File: src/rtl/bus_phase_pkg.sv
// Shared types and helpers for the bus phase sequencer.
// Assumes the 15-bit timing word layout given in the brief.
package bus_phase_pkg;
    localparam int TIMING_W = 15;
    localparam int FUNC_W   = 6;
    localparam int LEN_W    = 6;
    localparam int CNT_W    = LEN_W - 1;

    typedef enum logic [2:0] {
        PH_IDLE, PH_A, PH_B, PH_C, PH_D, PH_E, PH_F
    } phase_e;

    // Length in clocks of a phase for a given timing word and direction.
    function automatic logic [LEN_W-1:0] phase_len(phase_e p, logic [TIMING_W-1:0] t, logic wr);
        logic [LEN_W-1:0] len;
        case (p)
            PH_A:    len = {4'd0, t[1:0]};
            PH_B:    len = {5'd0, t[2]} + 6'd1;
            PH_C:    len = {4'd0, t[4:3]};
            PH_D:    len = {5'd0, t[5]};
            PH_E:    len = {1'b0, t[10:6]} + 6'd1;
            PH_F:    len = {4'd0, (wr ? t[14:13] : t[12:11])};
            default: len = '0;
        endcase
        return len;
    endfunction

    // Next phase after p, skipping phases of zero length.
    function automatic phase_e next_phase(phase_e p, logic [TIMING_W-1:0] t, logic wr);
        phase_e n;
        case (p)
            PH_IDLE: n = (phase_len(PH_A, t, wr) != 0) ? PH_A : PH_B;
            PH_A:    n = PH_B;
            PH_B:    n = (phase_len(PH_C, t, wr) != 0) ? PH_C :
                         (phase_len(PH_D, t, wr) != 0) ? PH_D : PH_E;
            PH_C:    n = (phase_len(PH_D, t, wr) != 0) ? PH_D : PH_E;
            PH_D:    n = PH_E;
            PH_E:    n = (phase_len(PH_F, t, wr) != 0) ? PH_F : PH_IDLE;
            default: n = PH_IDLE;
        endcase
        return n;
    endfunction
endpackage

File: src/rtl/bus_ready_sync.sv
// READY conditioning: a STAGES-deep synchronizer chain for asynchronous
// READY, or the raw input when the captured mode says synchronous.
// Assumes ready_i is glitch-free when the synchronous mode is chosen.
module bus_ready_sync #(
    parameter int STAGES = 2
) (
    input  logic clk,
    input  logic rst_n,
    input  logic ready_i,
    input  logic sync_mode_i,
    output logic ready_o
);
    logic [STAGES-1:0] sr_q;

    // Shift READY through the synchronizer flops.
    always_ff @(posedge clk) begin
        if (!rst_n) sr_q <= '0;
        else        sr_q <= {sr_q[STAGES-2:0], ready_i};
    end

    // Pick direct or synchronized READY.
    always_comb ready_o = sync_mode_i ? ready_i : sr_q[STAGES-1];
endmodule

File: src/rtl/bus_phase_ctrl.sv
// Phase state machine: captures the configuration on start, walks the
// phases A..F with a down-counter, holds phase E for READY, pulses done.
// Assumes the timing and function inputs are valid in the start cycle.
module bus_phase_ctrl
    import bus_phase_pkg::*;
(
    input  logic                clk,
    input  logic                rst_n,
    input  logic                start_i,
    input  logic                wr_i,
    input  logic [TIMING_W-1:0] timing_i,
    input  logic [FUNC_W-1:0]   func_i,
    input  logic                ready_s_i,
    output phase_e              phase_o,
    output logic                wr_q_o,
    output logic                mux_q_o,
    output logic                sync_q_o,
    output logic                done_o
);
    phase_e              ph_q, nxt;
    logic [CNT_W-1:0]    cnt_q, nxt_cnt;
    logic [TIMING_W-1:0] t_q, sel_t;
    logic                wr_q, sel_wr, rdy_en_q, mux_q, sync_q, done_q;
    logic [LEN_W-1:0]    nlen;
    logic                stall;
    logic                unused_func_bits;

    assign unused_func_bits = ^{func_i[0], func_i[3], func_i[5]};

    // Next phase and its counter preload, from live inputs when idle.
    always_comb begin
        sel_t   = (ph_q == PH_IDLE) ? timing_i : t_q;
        sel_wr  = (ph_q == PH_IDLE) ? wr_i : wr_q;
        nxt     = next_phase(ph_q, sel_t, sel_wr);
        nlen    = phase_len(nxt, sel_t, sel_wr);
        nxt_cnt = (nxt == PH_IDLE) ? '0 : CNT_W'(nlen - 6'd1);
        stall   = (ph_q == PH_E) && rdy_en_q && !ready_s_i;
    end

    // Sequencer registers and configuration capture.
    always_ff @(posedge clk) begin
        if (!rst_n) begin
            ph_q <= PH_IDLE; cnt_q <= '0; t_q <= '0; wr_q <= 1'b0;
            rdy_en_q <= 1'b0; mux_q <= 1'b0; sync_q <= 1'b0; done_q <= 1'b0;
        end else begin
            done_q <= 1'b0;
            if (ph_q == PH_IDLE) begin
                if (start_i) begin
                    t_q <= timing_i; wr_q <= wr_i;
                    rdy_en_q <= func_i[1]; sync_q <= func_i[2]; mux_q <= func_i[4];
                    ph_q <= nxt; cnt_q <= nxt_cnt;
                end
            end else if (cnt_q != '0) begin
                cnt_q <= cnt_q - 1'b1;
            end else if (!stall) begin
                ph_q   <= nxt;
                cnt_q  <= nxt_cnt;
                done_q <= (nxt == PH_IDLE);
            end
        end
    end

    assign phase_o  = ph_q;
    assign wr_q_o   = wr_q;
    assign mux_q_o  = mux_q;
    assign sync_q_o = sync_q;
    assign done_o   = done_q;

    a_r7_done_single: assert property (@(posedge clk) disable iff (!rst_n)
        done_q |=> !done_q);
    a_r3_b_bound: assert property (@(posedge clk) disable iff (!rst_n)
        (ph_q == PH_B) |-> (cnt_q <= 1));
    a_r9_stall_holds: assert property (@(posedge clk) disable iff (!rst_n)
        (ph_q == PH_E && cnt_q == '0 && rdy_en_q && !ready_s_i) |=> (ph_q == PH_E));
    a_r11_cfg_stable: assert property (@(posedge clk) disable iff (!rst_n)
        (ph_q != PH_IDLE && $past(ph_q) != PH_IDLE) |-> ($stable(t_q) && $stable(wr_q)));
endmodule

File: src/rtl/bus_strobe_gen.sv
// Decodes the current phase into bus strobes.
// Assumes the phase and captured config come from registers (glitch-free).
module bus_strobe_gen
    import bus_phase_pkg::*;
(
    input  logic   clk,
    input  logic   rst_n,
    input  phase_e phase_i,
    input  logic   wr_q_i,
    input  logic   mux_q_i,
    output logic   ale_o,
    output logic   cs_o,
    output logic   rd_o,
    output logic   wr_o
);
    logic strobe;

    // Phase-to-strobe decode.
    always_comb begin
        strobe = (phase_i == PH_D) || (phase_i == PH_E);
        cs_o   = (phase_i != PH_IDLE) && (phase_i != PH_A);
        ale_o  = (phase_i == PH_B) && mux_q_i;
        rd_o   = strobe && !wr_q_i;
        wr_o   = strobe && wr_q_i;
    end

    a_r12_rd_wr_excl: assert property (@(posedge clk) disable iff (!rst_n)
        !(rd_o && wr_o));
    a_r6_strobe_in_cs: assert property (@(posedge clk) disable iff (!rst_n)
        (rd_o || wr_o || ale_o) |-> cs_o);
endmodule

File: src/rtl/bus_phase_seq.sv
// Top: external bus access phase sequencer.
// Assumes one access at a time; starts while busy are dropped.
module bus_phase_seq
    import bus_phase_pkg::*;
#(
    parameter int SYNC_STAGES = 2
) (
    input  logic                clk,
    input  logic                rst_n,
    input  logic                start_i,
    input  logic                wr_i,
    input  logic [TIMING_W-1:0] timing_i,
    input  logic [FUNC_W-1:0]   func_i,
    input  logic                ready_i,
    output logic                ale_o,
    output logic                cs_o,
    output logic                rd_o,
    output logic                wr_o,
    output logic                done_o
);
    phase_e ph;
    logic   wr_q, mux_q, sync_q, ready_s;

    bus_ready_sync #(.STAGES(SYNC_STAGES)) u_sync (
        .clk(clk), .rst_n(rst_n), .ready_i(ready_i),
        .sync_mode_i(sync_q), .ready_o(ready_s)
    );

    bus_phase_ctrl u_ctrl (
        .clk(clk), .rst_n(rst_n), .start_i(start_i), .wr_i(wr_i),
        .timing_i(timing_i), .func_i(func_i), .ready_s_i(ready_s),
        .phase_o(ph), .wr_q_o(wr_q), .mux_q_o(mux_q), .sync_q_o(sync_q),
        .done_o(done_o)
    );

    bus_strobe_gen u_strb (
        .clk(clk), .rst_n(rst_n), .phase_i(ph), .wr_q_i(wr_q), .mux_q_i(mux_q),
        .ale_o(ale_o), .cs_o(cs_o), .rd_o(rd_o), .wr_o(wr_o)
    );
endmodule

File: config.mk
export PLATFORM = sky130hd
export DESIGN_NAME = bus_phase_seq
export DESIGN_NICKNAME = d
export VERILOG_FILES = /design/src/rtl/bus_phase_pkg.sv /design/src/rtl/bus_ready_sync.sv /design/src/rtl/bus_phase_ctrl.sv /design/src/rtl/bus_strobe_gen.sv /design/src/rtl/bus_phase_seq.sv
export SDC_FILE = /design/constraint.sdc
export NUM_CORES = 1
export LEC_CHECK = 0
export BUFFER_PORTS_ARGS = -buffer_cell sky130_fd_sc_hd__buf_2
export CORE_AREA = 2 2 57 80
export CTS_BUF_LIST = sky130_fd_sc_hd__clkbuf_8
export DETAILED_ROUTE_END_ITERATION = 8
export DIE_AREA = 0 0 59 82
export GPL_TIMING_DRIVEN = 0
export PLACE_DENSITY = 0.71
export SYNTH_ARGS = -nofsm -noshare
export SYNTH_HDL_FRONTEND = slang
export SYNTH_SLANG_ARGS = --single-unit
File: constraint.sdc
create_clock -name clk -period 4.4 [get_ports clk]
set_input_delay 0.44 -clock clk [delete_from_list [all_inputs] [get_ports clk]]
set_output_delay 0.44 -clock clk [all_outputs]
set_load 0.05 [all_outputs]
==> results of run 1 <==
==> placed cells by master, fill, tap and decap left out, types with 4 or more instances in the layout <==
cell | netlist | routed
nor3_1 | 11 | 11
and2_1 | 4 | 4
clkbuf_1 | 11 | 11
nand2b_1 | 9 | 9
nand2_1 | 48 | 48
nor2_1 | 15 | 15
a21oi_1 | 30 | 30
xor2_1 | 4 | 4
inv_1 | 5 | 5
dfxtp_1 | 28 | 28
nand3_1 | 6 | 6
mux2i_1 | 7 | 7
buf_2 | 6 | 31
o21ai_0 | 7 | 7
xnor2_1 | 4 | 4
==> layer usage <==
| layer | wire length (microns) | track usage (%) | up-vias |
|---|---|---|---|
| met4 | 114 | 7.95 | 0 |
| li1 | - | - | 938 |
| met5 | 0 | 0 | - |
| met2 | 2480 | 39.4 | 35 |
| met1 | 1960 | 24.0 | 854 |
| met3 | 130 | 2.20 | 10 |
==> worst max-delay path, stage by stage, from the launching register on <==
cell	delay, ns
dfxtp_1	0.31
clkbuf_1	0.23
or3_1	0.36
buf_2	0.18
nand2_1	0.08
nand2_1	0.06
ha_1	0.31
a21oi_1	0.17
ha_1	0.31
nand2b_1	0.12
o31ai_1	0.20
o32ai_1	0.15
a221oi_1	0.26
a21oi_1	0.10
==> power groups by stage <==
stage	clock network [mW]	logic [mW]	registers (mW)
2_1_floorplan	0	0.720	0.344
3_3_place_gp	0	0.885	0.352
4_1_cts	0.210	0.897	0.349
6_report	0.205	0.904	0.349
5_1_grt	0.217	1.01	0.355
3_5_place_dp	0	0.894	0.355
==> area by class of cell <==
cell class,instances,area [sq um],area share [%]
tap,45,56.3,2.67
timing repair buffer,25,125,5.93
inverter,6,22.5,1.07
clock buffer,3,41.3,1.96
multi-input combinational,197,1190,56.5
sequential,28,561,26.6
clock inverter,1,30.0,1.42
buffer,20,82.6,3.91
==> cells by family (layout without fill, tap and decap cells) <==
family | after synthesis | in the layout | synth area share (%)
xor gates and xnor gates | 8 | 8 | 3.77
AOI/OAI and AO/OA | 65 | 65 | 23.3
and+or+nand+nor | 113 | 113 | 30.7
DFF | 28 | 28 | 30.2
buffers and inverters | 26 | 55 | 5.66
muxes | 8 | 8 | 4.38
adders and majority gates | 3 | 3 | 2.02
==> worst paths after layout <==
| kind | to | cells past startpoint | startpoint | slack, ns |
|---|---|---|---|---|
| max | u_ctrl.cnt_q[4] | 13 | u_ctrl.phase_o[2] | 1.47 |
| min | u_ctrl.t_q[12] | 3 | timing_i[12] | 0.38 |
| max reg2reg | u_ctrl.cnt_q[4] | 13 | u_ctrl.phase_o[2] | 1.47 |
| min reg2reg | u_sync.sr_q[1] | 1 | u_sync.sr_q[0] | 0.46 |
==> sequential cells by signal, indices dropped and copies added (netlist names) <==
register / count
u_ctrl.t_q: 13
u_ctrl.cnt_q: 5
u_ctrl.phase_o: 3
u_sync.sr_q: 2
u_ctrl.done_o: 1
u_ctrl.mux_q_o: 1
u_ctrl.rdy_en_q: 1
u_ctrl.sync_q_o: 1
u_ctrl.wr_q_o: 1
==> cell usage after synthesis (all sizes together), types with 2 or more instances <==
cell	n	area share, %
a211oi	4	2.4
a21oi	30	8.1
a221oi	2	0.94
a22oi	3	1.2
a311oi	2	0.94
a31oi	2	0.67
and2	4	1.3
and3	2	0.67
buf	9	2.2
clkbuf	11	2.2
dfxtp	28	30
ha	3	2.0
inv	5	1.0
mux2i	7	3.8
nand2	48	9.7
nand2b	9	3.0
nand3	6	1.6
nand3b	3	1.2
nor2	15	3.0
nor2b	2	0.67
nor3	12	3.8
nor4	3	1.0
nor4b	2	1.6
o21ai	9	2.4
o22ai	3	1.0
o31ai	2	0.81
o32a	2	1.1
or3	2	0.67
xnor2	4	1.9
xor2	4	1.9
==> flow_summary.yaml, run 1 <==
run_status:
  status: "complete, no violations"
global_routing:
  track_usage_pct: 21.1
  grt_max_degree: 17
  antenna_found_initial: 0
  grt-ovfl-total: 0
  grt_pass1_vias: 1681
  grt_pass1_wl_microns: 7880
clock_network:
  cts_resized: 0
  cts_made_buffers: 3
  cts_tree: "done"
  insertion_delay_ns: 0.28
  cts_buffer_depth: 2
  clk_pin_slew_worst_paths_ns: 0.10
  cts.sinks: 28
  ctsHoldBuffers: 0
  h-tree-depth: 1
  root_buffer: "clkbuf_8"
  cts_setup_buffers: 0
timing:
  max_freq_mhz: 342
  post-route-min-period_ns: 2.93
  finalSetupViolations: 0
  tightest_slew_ns: 0.586
  skew_ns: 0.00652
  setup_ws_ns: 1.47
  slew_headroom_pct: 60.8
  rsz0062_at_grt: "no"
  hold_ws_ns: 0.384
  maxSlewViolCount: 0
  hold_viol: 0
  setup-tns-final_ns: 0
  min_period_over_period_pct: 66.5
power:
  combPwrFrac_pct: 62.0
  sw_frac_of_total_pct: 46.0
  internal_power_uw: 788
  leakagePower_nw: 0.808
  power.total_mw: 1.46
  p_sw_uw: 670
  power_frac_clock_pct: 14.1
  ir_worst_vdd_v: 0.000404
  pwr-share-seq_pct: 23.9
  power_density_nw_per_um2: 690
cells_and_area:
  syn2layout_area_growth_pct: 13.6
  fin_nets: 310
  nFillCells: 434
  diodes: 0
  final_area_sq_um: 2110
  drive_gt1_share_pct: 16.8
  final_core_util_pct: 51.1
  stdcell_count: 325
synth:
  synthArstFlopShare_pct: 0
  synth_area_sq_um: 1860
  ys_ff_latch: 28
  synth_edf_count: 0
  synthesis.nets: 280
  synth-seq-area-share_pct: 30.2
  yosys_warnings: 0
  syn_avg_cell_area_sq_um: 7.40
  netlist_instances: 251
  synth_flop_cell: "dfxtp_1"
  netlist-cell-type-count: 47
setup_path:
  crit_type: "reg2reg"
  required_ns: 4.56
  cp.arrival_ns: 3.09
  endpoint_kind: "flip-flop"
  start_kind: "flip-flop"
  crit_fanout: 9
floorplanning:
  die_area_sq_um: 4840
  die_x_microns: 59
  design.core.area_sq_um: 4130
  row_count: 28
  io-pin-count: 31
  die_h_microns: 82
  start_util_pct: 44.9
drt:
  ant_nets: 0
  vias: 1837
  avgRoutedWirePerCell_microns: 14.4
  drc: 0
  wl_microns: 4690
  drt-initial-drc-count: 40
  viasPerCell: 5.65
  first_pass_iters: 4
hold_path:
  hold_path_class: "in2reg"
place:
  dp_slack_ns: 1.50
  place_inst: 321
  dp_hpwl_microns: 3550
  gp_congestion: 0.950
  port_buffers: 25
  place_area_sq_um: 2040
job:
  max-cap-violations: 0
Power figures use the tool's default switching activity.
==> run 2, diff against run 1 <==
--- a/config.mk
+++ b/config.mk
@@ -5,13 +5,14 @@
 export SDC_FILE = /design/constraint.sdc
 export NUM_CORES = 1
 export LEC_CHECK = 0
+export ABC_AREA = 1
 export BUFFER_PORTS_ARGS = -buffer_cell sky130_fd_sc_hd__buf_2
-export CORE_AREA = 2 2 57 80
+export CORE_AREA = 2 2 57 81
 export CTS_BUF_LIST = sky130_fd_sc_hd__clkbuf_8
 export DETAILED_ROUTE_END_ITERATION = 8
-export DIE_AREA = 0 0 59 82
+export DIE_AREA = 0 0 59 83
 export GPL_TIMING_DRIVEN = 0
-export PLACE_DENSITY = 0.71
+export PLACE_DENSITY = 0.74
 export SYNTH_ARGS = -nofsm -noshare
 export SYNTH_HDL_FRONTEND = slang
 export SYNTH_SLANG_ARGS = --single-unit
==> constraint.sdc (replaced) <==
create_clock -name clk -period 2.5 [get_ports clk]
set_input_delay 0.25 -clock clk [delete_from_list [all_inputs] [get_ports clk]]
set_output_delay 0.25 -clock clk [all_outputs]
set_load 0.05 [all_outputs]
==> run 2 against run 1 <==
Net effect:
- synthesized cell count up 12%
- die area increased by 1.2%
- sequential power rose by 95%
- worst setup slack worse by 1.3 ns
- non-clock buffer count fell by 2
- critical path depth up 4
- fmax up 27%
- power increased to 2.7 times the previous value
- via count up 5.2%
- count of clock-buffer cells in the layout stayed put
- largest cell class unchanged
==> flow_summary.yaml, run 2 <==
cells_and_area:
  syn2layout_area_growth_pct: 18.0
  final_cell_mix: "nand2_1, inv_1, a21oi_1, buf_2, dfxtp_1"
  layout_commonest_cell: "nand2_1"
  final_area_sq_um: 2250
  largest_reg_flops: 13
  fin_nets: 346
  final_core_util_pct: 54.4
  diodes: 0
  drive_gt1_share_pct: 24.7
  largest-register: "u_ctrl.t_q"
setup_path:
  r2r_cells: 17
  slowest_stage: "dfxtp_4"
  crit_fanout: 10
  worst-path-buf-inv: 2
  required_ns: 2.73
  endpoint_kind: "flip-flop"
  rr_endpoint: "u_ctrl.cnt_q[4]"
  cp.arrival_ns: 2.54
  critical_path.cell_chain: "nor2_4, nand2_4, buf_8, nand2_2, nand2_2, nand3_1, nand3_2, nand4_1, nand2_1, inv_1, nand3_2, nor2_4, ha_4, nand2_1, a21oi_1, o21ai_1, a21oi_1"
  r2r-start: "u_ctrl.phase_o[1]"
  start_kind: "flip-flop"
  rrSetupSlack_ns: 0.19
  crit_type: "reg2reg"
  crit_family: "simple AND/OR/NAND/NOR gates"
  worst_path_largest_cell_delay_ns: 0.38
job:
  max-cap-violations: 0
synth:
  synth_area_sq_um: 1900
  ys_top_cells_by_count: "nand2_1, inv_1, a21oi_1, dfxtp_1, o21ai_0"
  yosysTopAreaCellShare_pct: 29.4
  synth-seq-area-share_pct: 29.4
  synthesis.nets: 309
  syn_avg_cell_area_sq_um: 6.80
  synth_top_area_cell: "dfxtp_1"
  netlist-cell-type-count: 37
  synth.area.top_cells: "dfxtp_1, nand2_1, inv_1"
  ys_ff_latch: 28
  synth_most_common_cell: "nand2_1"
  synthArstFlopShare_pct: 0
  yosys_warnings: 0
  netlist_instances: 280
  synth_flop_cell: "dfxtp_1"
  synth_edf_count: 0
clock_network:
  ctsHoldBuffers: 0
  clk_pin_slew_worst_paths_ns: 0.11
  cts_buffer_depth: 2
  cts.sinks: 28
  cts_tree: "done"
  insertion_delay_ns: 0.29
  cts_made_buffers: 3
  root_buffer: "clkbuf_8"
  h-tree-depth: 1
place:
  place_area_sq_um: 2100
  dp_hpwl_microns: 3520
  dp_slack_ns: 0.0785
  port_buffers: 27
  gp_congestion: 0.896
power:
  leakagePower_nw: 1.07
  ir_worst_vdd_v: 0.000979
  power_density_nw_per_um2: 1730
drt:
  viasPerCell: 5.35
  drt-initial-drc-count: 32
  vias: 1933
  dr_wl_met3_microns: 169
  first_pass_iters: 4
  wl_met2_microns: 2650
  top_layer_used: "met4"
  avgRoutedWirePerCell_microns: 13.4
  drc: 0
  wl_microns: 4830
  ant_nets: 0
  wl_met1_microns: 1910
timing:
  finalSetupViolations: 0
  setup_ws_ns: 0.188
  maxSlewViolCount: 0
  min_period_over_period_pct: 92.5
  skew_ns: 0.00692
  max_freq_mhz: 433
  post-route-min-period_ns: 2.31
  slew_headroom_pct: 66.4
  setup-tns-final_ns: 0
  hold_ws_ns: 0.149
  hold_viol: 0
  tightest_slew_ns: 0.504
  rsz0062_at_grt: "no"
floorplanning:
  die_area_sq_um: 4900
  start_util_pct: 46.1
  die_h_microns: 83
  design.core.area_sq_um: 4130
  row_count: 28
  die_x_microns: 59
  io-pin-count: 31
hold_path:
  min_from: "ready_i"
  hold_path_class: "in2reg"
  min_path_cells: 3
  min_to: "u_sync.sr_q[0]"
global_routing:
  grt-ovfl-total: 0
  antenna_found_initial: 0
  grt_pass1_vias: 1753
  grt_max_degree: 17
  track_usage_pct: 19.7
  grt_pass1_wl_microns: 7560
run_status:
  status: "complete, no violations"
## run 2: cell count changes in the layout (fill, tap and decap cells not counted), sizes merged, moves of 5 or more
cell    delta
inv       +42
mux2i      -7
nand2     +20
nand2b     -9
nand3      +6
nand4      +5
nor2       +6
nor3       -8
o21ai     +16
## run 2: worst max path at each step
| stage | start | endpoint | slack [ns] | depth (start not counted) |
|---|---|---|---|---|
| floorplan | u_ctrl.phase_o[0] | u_ctrl.cnt_q[1] | 0.39 | 15 |
| global placement | u_ctrl.phase_o[2] | u_ctrl.cnt_q[1] | 0.11 | 15 |
| detailed placement | u_ctrl.phase_o[2] | u_ctrl.cnt_q[1] | 0.08 | 15 |
| CTS | u_ctrl.phase_o[2] | u_ctrl.cnt_q[1] | 0.02 | 15 |
| global route | u_ctrl.phase_o[1] | u_ctrl.cnt_q[1] | 0.05 | 15 |
| finish | u_ctrl.phase_o[1] | u_ctrl.cnt_q[4] | 0.19 | 17 |
## run 2: cell families after synthesis
family | synth area share (%)
DFF | 29.4
xor gates and xnor gates | 2.76
AOI/OAI and AO/OA | 19.6
and+or+nand+nor | 32.6
buffers and inverters | 13.0
muxes | 0.591
adders and majority gates | 1.97
## run 2: what timing repair did
action | CTS | global route
endpoints found under the setup margin | 0 | 3
buffers inserted | 0 | 5
resized for setup | 0 | 10
## run 2: final cells by class
class	count	area [sq um]
Fill cell	418	1890
Multi-Input combinational cell	194	1130
Sequential cell	28	569
Inverter	47	176
Timing Repair Buffer	32	173
Buffer	11	71.3
Tap cell	45	56.3
Clock buffer	3	41.3
Clock inverter	1	30.0
## run 2: through the flow
step / power (mW) / cells
floorplan: 2.78 / 280
global placement: 3.21 / 352
detailed placement: 3.25 / 352
CTS: 3.64 / 356
global route: 4.24 / 361
finish: 3.89 / 361
## run 2: power breakdown
part           switching (mW)  total (mW)  internal, mW
registers              0.0836       0.681         0.597
logic                    1.79        2.83          1.04
clock network           0.165       0.380         0.215
total                    2.04        3.89          1.85
## run 2: worst reg2reg max path, cell delays in order (launching register included)
cell,delay [ns]
dfxtp_4,0.38
nor2_4,0.15
nand2_4,0.09
buf_8,0.16
nand2_2,0.07
nand2_2,0.07
nand3_1,0.16
nand3_2,0.16
nand4_1,0.14
nand2_1,0.05
inv_1,0.06
nand3_2,0.08
nor2_4,0.15
ha_4,0.16
nand2_1,0.06
a21oi_1,0.12
o21ai_1,0.08
a21oi_1,0.11
## run 2: layer usage
layer	global-route usage, %	vias to the layer above
met3	2.65	11
met2	35.9	40
met5	0	-
li1	-	977
met4	7.02	0
met1	22.3	905
==> run 3, diff against run 2 <==
--- a/config.mk
+++ b/config.mk
@@ -7,12 +7,14 @@
 export LEC_CHECK = 0
 export ABC_AREA = 1
 export BUFFER_PORTS_ARGS = -buffer_cell sky130_fd_sc_hd__buf_2
-export CORE_AREA = 2 2 57 81
+export CORE_AREA = 2 2 56 79
 export CTS_BUF_LIST = sky130_fd_sc_hd__clkbuf_8
 export DETAILED_ROUTE_END_ITERATION = 8
-export DIE_AREA = 0 0 59 83
+export DIE_AREA = 0 0 58 81
+export GPL_ROUTABILITY_DRIVEN = 0
 export GPL_TIMING_DRIVEN = 0
-export PLACE_DENSITY = 0.74
+export PLACE_DENSITY = 0.75
 export SYNTH_ARGS = -nofsm -noshare
 export SYNTH_HDL_FRONTEND = slang
+export SYNTH_HIERARCHICAL = 1
 export SYNTH_SLANG_ARGS = --single-unit
==> run 3 against run 2 <==
Net effect:
- worst setup slack improved by 0.029 ns
- clock skew fell by 0.0032 ns
- non-clock buffer count fell by 6
- synthesized cell count did not move
- combinational power fell by 37%
- count of clock-buffer cells in the layout did not move
- sequential share of layout area rose by 1.6 points
- sequential power fell by 4.8%
- core utilization fell by 2.5 points
- clock power fell by 35%
- fmax rose by 1.3%
- critical path type unchanged
- critical endpoint is now u_ctrl/cnt_q[1]
- largest cell class unchanged
- largest power group unchanged
- highest routed layer unchanged
==> flow_summary.yaml, run 3 <==
drt:
  viasPerCell: 5.13
  avgRoutedWirePerCell_microns: 11.5
  wl_microns: 4090
  drc: 0
  vias: 1827
  ant_nets: 0
  drt-initial-drc-count: 51
  first_pass_iters: 4
floorplanning:
  die_h_microns: 81
  design.core.area_sq_um: 4060
  io-pin-count: 31
  start_util_pct: 45.2
  row_count: 28
  die_area_sq_um: 4700
  die_x_microns: 58
synth:
  synth-simple-area-share_pct: 31.8
  synth_edf_count: 0
  syn_avg_cell_area_sq_um: 6.56
  ys_top_cells_by_count: "nand2_1, inv_1, dfxtp_1"
  synthesis.nets: 309
  netlist-cell-type-count: 38
  netlist_instances: 280
  synth_top_area_cell: "dfxtp_1"
  synth_top_family_by_area: "simple AND/OR/NAND/NOR gates"
  yosysTopAreaCellShare_pct: 30.5
  synth-seq-area-share_pct: 30.5
  ys_ff_latch: 28
  synth_flop_cell: "dfxtp_1"
  synthAdderAreaFrac_pct: 2.04
  synth_area_sq_um: 1840
  synth_most_common_cell: "nand2_1"
  yosys_warnings: 6
  synth_xor_area_share_pct: 2.86
  synthArstFlopShare_pct: 0
  synth.area.top_cells: "dfxtp_1, nand2_1, inv_1"
  synth-compound-area-share_pct: 19.2
  synth_mux_area_share_pct: 0
place:
  dp_slack_ns: 0.0536
  port_buffers: 27
  dp_hpwl_microns: 3240
global_routing:
  track_usage_pct: 20.1
  grt-ovfl-total: 0
  grt_pass1_vias: 1728
  antenna_found_initial: 0
  grt_max_degree: 15
  grt_pass1_wl_microns: 7350
timing:
  min_period_over_period_pct: 91.3
  hold_viol: 0
  tightest_slew_ns: 0.474
  rsz0062_at_grt: "no"
  post-route-min-period_ns: 2.28
  slew_headroom_pct: 68.4
  maxSlewViolCount: 0
  finalSetupViolations: 0
  skew_ns: 0.00377
  setup-tns-final_ns: 0
  setup_ws_ns: 0.217
  max_freq_mhz: 438
job:
  max-cap-violations: 0
setup_path:
  critPathMostFrequentCell: "nand2_1"
  slowest_stage: "dfxtp_4"
  worst-path-buf-inv: 3
  path_depth: 16
  rr_endpoint: "u_ctrl/cnt_q[1]"
  critical_path.cell_chain: "nor2_4, nand2_4, buf_8, nand2_1, nand2_1, nand2_1, nand2_1, nand2_2, nand2_1, o21ai_0, inv_1, nand3_1, inv_2, ha_4, nor3_2, o221a_1"
  crit_fanout: 10
  r2r-start: "u_ctrl/phase_o[1]"
  crit_family: "simple AND/OR/NAND/NOR gates"
  cp.arrival_ns: 2.50
  start_kind: "flip-flop"
  endpoint_kind: "flip-flop"
  required_ns: 2.72
  r2r_cells: 16
  worst_path_largest_cell_delay_ns: 0.38
  rrSetupSlack_ns: 0.22
  crit_type: "reg2reg"
hold_path:
  min_to: "u_sync/sr_q[0]"
  min_from: "ready_i"
  min_path_cells: 3
  hold_path_class: "in2reg"
power:
  leakagePower_nw: 1.04
  power_density_nw_per_um2: 1280
  ir_worst_vdd_v: 0.000638
clock_network:
  cts_buffer_depth: 2
  ctsHoldBuffers: 0
  clk_pin_slew_worst_paths_ns: 0.09
  cts.sinks: 28
  insertion_delay_ns: 0.27
  cts_made_buffers: 3
  h-tree-depth: 1
  root_buffer: "clkbuf_8"
  cts_tree: "done"
cells_and_area:
  final_cell_mix: "nand2_1, inv_1, buf_2, dfxtp_1"
  syn2layout_area_growth_pct: 14.8
  fin_nets: 342
  largest_reg_flops: 13
  largest-register: "u_ctrl/t_q"
  drive_gt1_share_pct: 22.5
  layout_commonest_cell: "nand2_1"
  diodes: 0
run_status:
  status: "complete, no violations"
run 3: cell count changes after synthesis, moves of 4 or more:
cell,delta
a21oi_1,-5
inv_1,+4
nand2_1,+4
nand4_1,-4
run 3: routing by layer:
layer | share of wire, % | GRT usage [%] | routed length [microns] | up-vias
met5 | 0 | 0 | 0 | -
met3 | 2.5 | 2.23 | 104 | 12
li1 | - | - | - | 957
met1 | 41 | 21.8 | 1660 | 825
met4 | 3.3 | 10.2 | 137 | 0
met2 | 54 | 37.6 | 2190 | 33
run 3: report_power, final:
group          total (mW)  switching (mW)  internal (mW)
sequential          0.648          0.0782          0.570
clock               0.246           0.137          0.108
combinational        1.79            1.13          0.662
total                2.69            1.35           1.34
run 3: timing repair:
| action | 4_1_cts | 5_1_grt |
|---|---|---|
| gates resized for setup | 0 | 11 |
| setup endpoints to repair | 0 | 3 |
| setup buffers | 0 | 1 |
run 3: worst max path at each step:
| stage | slack (ns) | end | start |
|---|---|---|---|
| 2_1_floorplan | 0.38 | u_ctrl/cnt_q[1] | u_ctrl/phase_o[1] |
| 3_3_place_gp | 0.08 | u_ctrl/cnt_q[1] | u_ctrl/phase_o[1] |
| 3_5_place_dp | 0.05 | u_ctrl/cnt_q[1] | u_ctrl/phase_o[0] |
| 4_1_cts | 0.03 | u_ctrl/cnt_q[1] | u_ctrl/phase_o[1] |
| 5_1_grt | 0.001 | u_ctrl/cnt_q[4] | u_ctrl/phase_o[1] |
| 6_report | 0.22 | u_ctrl/cnt_q[1] | u_ctrl/phase_o[1] |
run 3: stage by stage:
step	power (mW)	hold slack [ns]	instance area, sq um	cells	util (%)
floorplan	2.02	0.343	1840	280	-
global placement	2.32	0.388	2030	352	49.9
detailed placement	2.35	0.398	2030	352	49.9
CTS	2.61	0.160	2070	355	50.9
global route	3.00	0.174	2110	356	51.8
finish	2.69	0.164	2110	356	51.8
run 3: area by class of cell:
type | count | area, sq um
repair buffers | 28 | 143
inverters | 51 | 191
flip-flops and latches | 28 | 567
multi-input cells | 192 | 1050
plain buffers | 9 | 60.1
clock buffers | 3 | 41.3
fillers | 428 | 1960
well taps | 45 | 56.3
run 3: worst reg2reg max path: stages, from the launching register on:
cell     delay, ns
dfxtp_4       0.38
nor2_4        0.14
nand2_4       0.09
buf_8         0.15
nand2_1       0.06
nand2_1       0.04
nand2_1       0.08
nand2_1       0.06
nand2_2       0.10
nand2_1       0.09
o21ai_0       0.21
inv_1         0.06
nand3_1       0.12
inv_2         0.07
ha_4          0.21
nor3_2        0.16
o221a_1       0.19
run 3: cell families after synthesis:
family	count (synthesis)
buffers and inverters	60
DFF	28
adders and majority gates	3
and+or+nand+nor	122
AOI/OAI and AO/OA	61
xor gates and xnor gates	6
